### config.mk
export PLATFORM = sky130hd
export DESIGN_NAME = lnk_port
export DESIGN_NICKNAME = d
export VERILOG_FILES = /design/src/rtl/lnk_pkg.sv /design/src/rtl/lnk_fifo2.sv /design/src/rtl/lnk_ser.sv /design/src/rtl/lnk_des.sv /design/src/rtl/lnk_port.sv
export SDC_FILE = /design/constraint.sdc
export NUM_CORES = 1
export LEC_CHECK = 0
export ABC_AREA = 1
export CORE_AREA = 5 5 173 175
export CTS_BUF_LIST = sky130_fd_sc_hd__clkbuf_16
export CTS_CLUSTER_DIAMETER = 120
export DETAILED_ROUTE_END_ITERATION = 8
export DIE_AREA = 0 0 178 180
export GPL_ROUTABILITY_DRIVEN = 0
export PLACE_DENSITY = 0.75
export SYNTH_ARGS = -nofsm -noshare
export SYNTH_HDL_FRONTEND = slang
export SYNTH_HIERARCHICAL = 1
export SYNTH_SLANG_ARGS = --single-unit
export TNS_END_PERCENT = 20
### constraint.sdc
create_clock -name clk -period 2.85 [get_ports clk]
set_input_delay 0.4275 -clock clk [delete_from_list [all_inputs] [get_ports clk]]
set_output_delay 0.4275 -clock clk [all_outputs]
set_load 0.005 [all_outputs]
### src/rtl/lnk_pkg.sv
package lnk_pkg;
  localparam int unsigned NIB_W = 4;
  typedef enum logic {DIR_RX = 1'b0, DIR_TX = 1'b1} lnk_dir_e;
endpackage

### src/rtl/lnk_fifo2.sv
module lnk_fifo2 #(
  parameter int unsigned W = 48
) (
  input  logic         clk,
  input  logic         rst_n,
  input  logic         push,
  input  logic [W-1:0] din,
  input  logic         pop,
  output logic [W-1:0] dout,
  output logic [1:0]   cnt
);
  localparam int unsigned DEPTH = 2;

  logic [W-1:0] mem_q [DEPTH];
  logic         wp_q, rp_q;
  logic [1:0]   cnt_q;
  logic         push_ok, pop_ok;

  // a push at full is refused even when a pop happens on the same edge
  assign push_ok = push && (cnt_q != 2'(DEPTH));
  assign pop_ok  = pop && (cnt_q != 2'd0);

  for (genvar i = 0; i < DEPTH; i++) begin : g_slot
    always_ff @(posedge clk or negedge rst_n) begin
      if (!rst_n)                          mem_q[i] <= '0;
      else if (push_ok && (wp_q == 1'(i))) mem_q[i] <= din;
    end
  end

  always_ff @(posedge clk or negedge rst_n) begin
    if (!rst_n) begin
      wp_q  <= 1'b0;
      rp_q  <= 1'b0;
      cnt_q <= 2'd0;
    end else begin
      if (push_ok) wp_q <= ~wp_q;
      if (pop_ok)  rp_q <= ~rp_q;
      case ({push_ok, pop_ok})
        2'b10:   cnt_q <= cnt_q + 2'd1;
        2'b01:   cnt_q <= cnt_q - 2'd1;
        default: cnt_q <= cnt_q;
      endcase
    end
  end

  assign dout = mem_q[rp_q];
  assign cnt  = cnt_q;
endmodule

### src/rtl/lnk_ser.sv
module lnk_ser
  import lnk_pkg::*;
#(
  parameter int unsigned WORD_W   = 48,
  parameter int unsigned NARROW_W = 32
) (
  input  logic              clk,
  input  logic              rst_n,
  input  logic              en,
  input  logic              wide,
  input  logic              avail,
  input  logic [WORD_W-1:0] head,
  input  logic              ack_i,
  output logic              take,
  output logic              clk_o,
  output logic [NIB_W-1:0]  dat_o
);
  localparam int unsigned NMAX = WORD_W / NIB_W;
  localparam int unsigned NNAR = NARROW_W / NIB_W;
  localparam int unsigned CW   = $clog2(NMAX + 1);

  function automatic logic [CW-1:0] nib_len(input logic w);
    return w ? CW'(NMAX) : CW'(NNAR);
  endfunction

  logic [CW-1:0]     rem_q;
  logic [WORD_W-1:0] sh_q;

  // a new word is only taken between words, and only under acknowledge
  assign take = en && (rem_q == '0) && avail && ack_i;

  always_ff @(posedge clk or negedge rst_n) begin
    if (!rst_n) begin
      rem_q <= '0;
      sh_q  <= '0;
      clk_o <= 1'b0;
      dat_o <= '0;
    end else if (!en) begin
      rem_q <= '0;
    end else if (take) begin
      dat_o <= head[NIB_W-1:0];
      sh_q  <= head >> NIB_W;
      clk_o <= ~clk_o;
      rem_q <= nib_len(wide) - CW'(1);
    end else if (rem_q != '0) begin
      dat_o <= sh_q[NIB_W-1:0];
      sh_q  <= sh_q >> NIB_W;
      clk_o <= ~clk_o;
      rem_q <= rem_q - CW'(1);
    end
  end

  AST_START_NEEDS_ACK: assert property (@(posedge clk) disable iff (!rst_n)
    ((clk_o != $past(clk_o)) && ($past(rem_q) == '0)) |-> $past(ack_i));
  AST_IDLE_CLK_HOLDS: assert property (@(posedge clk) disable iff (!rst_n)
    (($past(rem_q) == '0) && !$past(ack_i)) |-> $stable(clk_o));
endmodule

### src/rtl/lnk_des.sv
module lnk_des
  import lnk_pkg::*;
#(
  parameter int unsigned WORD_W   = 48,
  parameter int unsigned NARROW_W = 32
) (
  input  logic              clk,
  input  logic              rst_n,
  input  logic              en,
  input  logic              wide,
  input  logic              clk_i,
  input  logic [NIB_W-1:0]  dat_i,
  output logic [WORD_W-1:0] word_o,
  output logic              word_vld,
  output logic              part
);
  localparam int unsigned NMAX = WORD_W / NIB_W;
  localparam int unsigned NNAR = NARROW_W / NIB_W;
  localparam int unsigned CW   = $clog2(NMAX + 1);

  function automatic logic [CW-1:0] nib_len(input logic w);
    return w ? CW'(NMAX) : CW'(NNAR);
  endfunction

  function automatic logic [WORD_W-1:0] put_nib(input logic [WORD_W-1:0] w,
                                                input logic [CW-1:0] idx,
                                                input logic [NIB_W-1:0] n);
    logic [WORD_W-1:0] ext;
    ext = '0;
    ext[NIB_W-1:0] = n;
    return w | (ext << (NIB_W * idx));
  endfunction

  logic              prev_q;
  logic [WORD_W-1:0] acc_q;
  logic [CW-1:0]     cnt_q;
  logic              edge_evt, last_nib;

  assign edge_evt = en && (clk_i != prev_q);
  assign last_nib = (cnt_q == nib_len(wide) - CW'(1));
  assign word_o   = put_nib(acc_q, cnt_q, dat_i);
  assign word_vld = edge_evt && last_nib;
  assign part     = (cnt_q != '0);

  always_ff @(posedge clk or negedge rst_n) begin
    if (!rst_n) begin
      prev_q <= 1'b0;
      acc_q  <= '0;
      cnt_q  <= '0;
    end else begin
      prev_q <= clk_i;
      if (!en) begin
        acc_q <= '0;
        cnt_q <= '0;
      end else if (edge_evt) begin
        if (last_nib) begin
          acc_q <= '0;
          cnt_q <= '0;
        end else begin
          acc_q <= word_o;
          cnt_q <= cnt_q + CW'(1);
        end
      end
    end
  end
endmodule

### src/rtl/lnk_port.sv
module lnk_port
  import lnk_pkg::*;
#(
  parameter int unsigned WORD_W   = 48,
  parameter int unsigned NARROW_W = 32
) (
  input  logic              clk,
  input  logic              rst_n,
  input  logic              cfg_tx,
  input  logic              cfg_wide,
  input  logic              wr_en,
  input  logic [WORD_W-1:0] wr_data,
  input  logic              rd_en,
  output logic [WORD_W-1:0] rd_data,
  output logic [1:0]        buf_cnt,
  output logic              ovf_err,
  output logic              link_clk_o,
  output logic [NIB_W-1:0]  link_dat_o,
  input  logic              link_ack_i,
  input  logic              link_clk_i,
  input  logic [NIB_W-1:0]  link_dat_i,
  output logic              link_ack_o
);
  logic              is_tx;
  logic [WORD_W-1:0] tx_head, rx_word;
  logic [1:0]        tx_cnt, rx_cnt;
  logic              tx_take, rx_push, rx_part, tx_wr_full;

  assign is_tx      = (lnk_dir_e'(cfg_tx) == DIR_TX);
  assign tx_wr_full = is_tx && wr_en && (tx_cnt == 2'd2);

  lnk_fifo2 #(.W(WORD_W)) u_txbuf (
    .clk(clk), .rst_n(rst_n), .push(is_tx && wr_en), .din(wr_data),
    .pop(tx_take), .dout(tx_head), .cnt(tx_cnt));

  lnk_ser #(.WORD_W(WORD_W), .NARROW_W(NARROW_W)) u_ser (
    .clk(clk), .rst_n(rst_n), .en(is_tx), .wide(cfg_wide),
    .avail(tx_cnt != 2'd0), .head(tx_head), .ack_i(link_ack_i),
    .take(tx_take), .clk_o(link_clk_o), .dat_o(link_dat_o));

  lnk_des #(.WORD_W(WORD_W), .NARROW_W(NARROW_W)) u_des (
    .clk(clk), .rst_n(rst_n), .en(!is_tx), .wide(cfg_wide),
    .clk_i(link_clk_i), .dat_i(link_dat_i), .word_o(rx_word),
    .word_vld(rx_push), .part(rx_part));

  lnk_fifo2 #(.W(WORD_W)) u_rxbuf (
    .clk(clk), .rst_n(rst_n), .push(rx_push), .din(rx_word),
    .pop(!is_tx && rd_en), .dout(rd_data), .cnt(rx_cnt));

  // a partly received word has already claimed a slot
  assign link_ack_o = !is_tx && ((rx_cnt == 2'd0) || ((rx_cnt == 2'd1) && !rx_part));
  assign buf_cnt    = is_tx ? tx_cnt : rx_cnt;

  always_ff @(posedge clk or negedge rst_n) begin
    if (!rst_n)          ovf_err <= 1'b0;
    else if (tx_wr_full) ovf_err <= 1'b1;
  end

  AST_FULL_WR_DROPPED: assert property (@(posedge clk) disable iff (!rst_n)
    (tx_wr_full && !tx_take) |=> (tx_cnt == 2'd2));
  AST_FULL_WR_WITH_TAKE: assert property (@(posedge clk) disable iff (!rst_n)
    (tx_wr_full && tx_take) |=> (tx_cnt == 2'd1));
  AST_ERR_STICKY: assert property (@(posedge clk) disable iff (!rst_n)
    $past(ovf_err) |-> ovf_err);
  AST_RX_NO_PUSH_AT_FULL: assert property (@(posedge clk) disable iff (!rst_n)
    rx_push |-> (rx_cnt != 2'd2));
  AST_RX_MODE_QUIET: assert property (@(posedge clk) disable iff (!rst_n)
    !$past(is_tx) |-> $stable(link_clk_o));
endmodule

* Yosys cells after proc, flatten, opt, wreduce, memory -nomap -nowiden
Index checks and enable logic that the tools add are counted.
Storage, ports and cells: bits in registers 311, memory bits (read-only) 0, memories 0, memory bits (writable) 0, bits in latches 0
Operators by class: reduce and logical (&&, ||, !) cells 32, add/sub/neg operators 7, equality and inequality tests 11, bitwise gates (word level) 8, multipliers 0, multiplexer cells 25, divide/modulo/power cells 0, shift operators 1, $lt $le $gt $ge 2
Operators by type and width (number):
- 2-to-1 mux 48 bit | 11
- OR 48 bit | 1
- left shift 4 x 6 -> 48 bit | 1
- 2-to-1 mux 4 bit | 8
- logical AND 1 bit | 18
- nonzero test 2 bit | 6
- case mux 2 bit (2 select lines) | 2
- nonzero test 4 bit | 2
- subtractor 4 x 1 -> 4 bit, second input constant | 2
- equality test 2 x 1 -> 1 bit, second input constant | 3
- equality test 2 bit, second input constant | 3
- inverter 1 bit | 5
- adder 2 x 1 -> 2 bit, second input constant | 2
- adder 4 x 1 -> 4 bit, second input constant | 1
- equality test 4 bit | 1
- >= comparator 2 bit, second input constant | 2
- logical NOT 4 bit | 1
- inequality test 2 bit, second input constant | 2
- inverter 1 -> 2 bit | 2
- subtractor 2 x 1 -> 2 bit, second input constant | 2
- 2-to-1 mux 3 bit | 1
- inequality test 3 x 1 -> 1 bit, second input constant | 1
- logical NOT 1 bit | 2
- logical NOT 2 bit | 1
- 5 further kinds | 6

* Longest topological paths before layout
word-level depth 7, depth in mapped cells 15

* Hierarchy
The synthesis kept the hierarchy.
By module, submodules not included:
- lnk_fifo2 (u_txbuf) | times used 1, cells an instance 611, sequential area each 2502.4 um2, area an instance 4788.3 um2
- lnk_fifo2 (u_rxbuf) | times used 1, cells an instance 611, sequential area each 2502.4 um2, area an instance 4785.8 um2
- lnk_des | times used 1, cells an instance 379, sequential area each 1326.3 um2, area an instance 2901.5 um2
- lnk_ser | times used 1, cells an instance 376, sequential area each 1326.3 um2, area an instance 2643.8 um2
- lnk_port | times used 1, cells an instance 20, sequential area each 25.0 um2, area an instance 102.6 um2

* Worst setup path after synthesis
OpenSTA, ideal clock, no wires.
path type register to register, from reg u_des.cnt_q[3], to reg u_rxbuf.cnt_q[1] (netlist: u_rxbuf/cnt[1]), required time 2733 ps, data arrival time 1875 ps, setup slack 858 ps, setup time 117 ps, cell stages (with the launch flop) 15, cells stage by stage dfrtp_1 > buf_4 > inv_2 > nand2_2 > nand2_2 > nand3_2 > nor3_1 > buf_4 > buf_2 > nand2_1 > ha_1 > inv_1 > nand3_1 > nand2_1 > nand2_1
Between the ends: longest elaborated chain between the ends 5, elaborated cells on any way between the ends 7, classes of those cells 3 x eq/ne; 1 x mux; 3 x reduce/logical
Ends and longest elaborated chain:
- start: declaration | RTL line lnk_des.sv:36 | logic [CW-1:0] cnt_q;
- start signal: assignment | RTL line lnk_des.sv:61 | cnt_q <= cnt_q + CW'(1);
- equality test 4 bit * | RTL line lnk_des.sv:40 | assign last_nib = (cnt_q == nib_len(wide) - CW'(1));
- logical AND 1 bit * | RTL line lnk_des.sv:42 | assign word_vld = edge_evt && last_nib;
- named net rx_push | RTL line lnk_port.sv:27 | logic tx_take, rx_push, rx_part, tx_wr_full;
- logical AND 1 bit * | RTL line lnk_fifo2.sv:20 | assign push_ok = push && (cnt_q != 2'(DEPTH));
- equality test 2 x 1 -> 1 bit or equality test 2 bit (tied branches) | RTL line lnk_fifo2.sv:38 | case ({push_ok, pop_ok})
- case mux 2 bit (2 select lines) or nonzero test 2 bit (tied branches)
- end signal: assignment | RTL line lnk_fifo2.sv:39 | 2'b10: cnt_q <= cnt_q + 2'd1;
- end signal: assignment | RTL line lnk_fifo2.sv:40 | 2'b01: cnt_q <= cnt_q - 2'd1;
- end signal: assignment | RTL line lnk_fifo2.sv:41 | default: cnt_q <= cnt_q;
- end: declaration | RTL line lnk_fifo2.sv:16 | logic [1:0] cnt_q;
Mark *: on every way through the listed nets, which the timed path passes. The rest lies on a longest branch. A chain may end at the register's enable or synchronous reset.

* Final worst setup path
from reg u_des.cnt_q[3], to out link_ack_o
Between the ends: longest elaborated chain between the ends 5
Ends and longest elaborated chain:
- nonzero test 4 bit | RTL line lnk_des.sv:43 | assign part = (cnt_q != '0);
- named net rx_part | RTL line lnk_port.sv:27
- logical NOT 1 bit | RTL line lnk_port.sv:51 | assign link_ack_o = !is_tx && ((rx_cnt == 2'd0) || ((rx_cnt == 2'd1) && !rx_part));
- logical AND 1 bit | RTL line lnk_port.sv:51
- logical OR 1 bit | RTL line lnk_port.sv:51
- logical AND 1 bit | RTL line lnk_port.sv:51
- end: declaration | RTL line lnk_port.sv:22 | output logic link_ack_o
The timed path passes the listed nets, and every way through them passes these cells.

==> flow_summary_export.csv <==
group,metric,value,unit
clocking,postCtsSetupBuffers,0,
sta,hold_viol,0,
power,p_leak,9.42,nW
detailed_routing,route.detailed.drc,0,
global_route,grt-ovfl-total,0,
detailed_routing,ant_nets,0,
critical_path,crit-reg2reg-launch,"u_des/cnt_q[3]",
placement,portBuffers,116,
placement,post-place-ws,0.284,ns
floorplan,dieWidth,178,microns
clocking,clock_latency,0.50,ns
detailed_routing,drtIter0Drc,1322,
sta,skew,0.0177,ns
synth,syn-num-nets,2062,
synth,syn-cell-area,15200,sq um
global_route,antenna_found_initial,0,
global_route,grt_max_degree,71,
synth,synthXorXnorAreaFrac,0.230,%
run,drv_cap,0,
cells_and_area,layout_common_cells,"nand2_1, dfrtp_1, nand4_1, inv_1, clkdlybuf4s50_1",
synth,synth.area.mux_share,0,%
sta,setup_viol,0,
sta,rsz0062_at_grt,"false",
cells_and_area,nets,2111,
power,p_per_area,810,nW/um^2
synth,synth_area_per_cell,7.62,sq um
synth,synth_compound_area_share,3.58,%
synth,yosys.area.top_type,"dfrtp_1",
synth,ys_seq_elements,307,
synth,synthSimpleGateAreaFrac,37.0,%
clocking,clock-sinks,307,
critical_path,cp-start-kind,"flop",
critical_path,worstRegToRegCells,8,
critical_path,rrSetupSlack,0.34,ns
run_status,status,"finished, final reports clean",
floorplan,core_area,28300,sq um
worst_hold_path,hold_class,"in2async",
sta,fin_crit_sh,92.9,%
power,ir_worst_vdd,0.483,mV
floorplan,dieArea,32000,sq um
clocking,clk_pin_slew,0.06,ns
clocking,htree_levels,2,
critical_path,crit_type,"reg2out",
cells_and_area,drive_above_1_share,5.85,%
sta,fin_crit,2.65,ns
placement,dp.cells,2393,
critical_path,cp_data_required_time,2.42,ns
floorplan,die_y,180,microns
clocking,clock_path_buffers,3,
sta,fin_ws,0.201,ns
power,power,14.2,mW
synth,synthCells,1997,
synth,yosys.area.top_type_share,50.5,%
global_route,grt_pass1_vias,13100,
critical_path,critical_path.startpoint,"u_des/cnt_q[3]",
critical_path,arrival,2.22,ns
floorplan,io_pins,117,
floorplan,rows,62,
sta,slew-limit-headroom,47.8,%
synth,synth_area_leaders,"dfrtp_1, nand2_1, nand4_1",
detailed_routing,drtPass1Iterations,6,
cells_and_area,layout_commonest_cell,"nand2_1",
critical_path,critPathCaptureType,"output pin",
clocking,cts_tree,"built",
critical_path,critPathMaxFanout,17,
placement,hpwl,23900,microns
synth,synth.yosys.seq_area_share,50.5,%
floorplan,start_util,53.8,%
sta,hold_ws,0.444,ns
synth,synth-adder-area-share,0.411,%
global_route,grt_pass1_wl,65300,microns
sta,fmax,377,MHz
synth,synth_top_family_by_area,"simple AND/OR/NAND/NOR gates",
detailed_routing,post_drt_wl_per_cell,15.8,microns
detailed_routing,vias,13400,
clocking,numCtsBuffers,34,
synth,yosysWarnings,6,
sta,tns,0,ns
cells_and_area,diodes,0,
sta,final_max_slew_viol_count,0,
critical_path,r2r-end,"u_rxbuf/mem_q[90]",
detailed_routing,viasPerCell,5.44,
cells_and_area,area_delta_synth_final,14.8,%
detailed_routing,wl,38800,microns
cells_and_area,stdcell_count,2452,
clocking,cts_root_buf,"clkbuf_16",
sta,tightest_slew,0.782,ns
synth,synth_cell_types,26,
global_route,grt_usage,24.4,%
-- worst max path at each step --
stage / end
finish: link_ack_o
global route: u_rxbuf/mem_q[74]
CTS: link_ack_o
detailed placement: u_rxbuf/mem_q[90]
global placement: u_rxbuf/cnt[1]
floorplan: u_rxbuf/cnt[1]
-- registers in the layout, summed over array words and instances (netlist names) --
signal	flops
u_des/acc_q	48
u_txbuf/wp_q	1
u_rxbuf/mem_q	96
u_des/cnt_q	4
u_ser/clk_o	1
ovf_err	1
u_txbuf/cnt	2
u_txbuf/rp_q	1
u_rxbuf/cnt	2
u_rxbuf/wp_q	1
u_ser/sh_q	44
u_txbuf/mem_q	96
u_rxbuf/rp_q	1
u_ser/rem_q	4
u_des/prev_q	1
u_ser/dat_o	4
-- cells in the mapped netlist --
cell type,count
ha_1,5
nand4_1,219
nand2_4,2
nor2_4,1
nor2_1,30
nand3_1,8
dfrtp_1,307
clkbuf_1,47
nand3_2,5
or2_2,1
inv_2,9
nor3_1,6
buf_2,59
buf_12,1
o21ai_2,1
nand2_2,4
o21ai_0,13
a21oi_2,1
nand2_1,1055
buf_4,23
xnor2_1,4
buf_1,1
inv_1,112
a21oi_1,60
buf_6,13
a21oi_4,10
-- through the flow --
step,cell area (sq um),util [%]
after floorplan,15200,-
after global placement,16500,58.2
after detailed placement,16500,58.2
after CTS,17500,61.7
after global routing,17500,61.7
final,17500,61.7
-- cell families after synthesis --
| group | Yosys count |
|---|---|
| AND/OR/NAND/NOR | 1331 |
| buffers and inverters | 265 |
| flip-flops | 307 |
| XOR/XNOR | 4 |
| AO/OA/AOI/OAI | 85 |
| adder cells (fa/ha/maj) | 5 |
-- routing by layer --
layer,GRT usage (%),wire [microns],up-vias,share of wire (%)
met3,3.78,2450,75,6.3
li1,-,-,6455,-
met2,42.0,19400,463,50
met5,0,0,-,0
met4,7.39,954,0,2.5
met1,31.7,16000,6357,41
-- report_power, final --
part,switching (mW),total (mW),leakage (nW),internal (mW)
logic,2.98,4.25,4.82,1.28
clock network,1.73,3.95,0.506,2.22
registers,0.578,5.95,4.09,5.37
-- layout make-up --
class                   instances  area, sq um
clock buffers                  35          876
clock inverters                23          110
fillers                      2535        10800
inverters                     121          454
multi-input cells            1425         6300
flip-flops and latches        307         7680
well taps                     384          480
repair buffers                157         1580
-- critical path, stage by stage, from the launching register on --
cell and delay [ns]:
dfrtp_1 0.58, nor2_4 0.28, nand2_1 0.14, nand2_1 0.11, nand2_1 0.06, inv_1 0.06
clkdlybuf4s50_1 0.49
-- what timing repair did --
action,CTS,global route
setup endpoints to repair,1,1
endpoints found under the hold margin,65,0
hold buffers,1,0
gates resized for setup,1,1
pin swaps,0,0
Power figures use the tool's default switching activity.
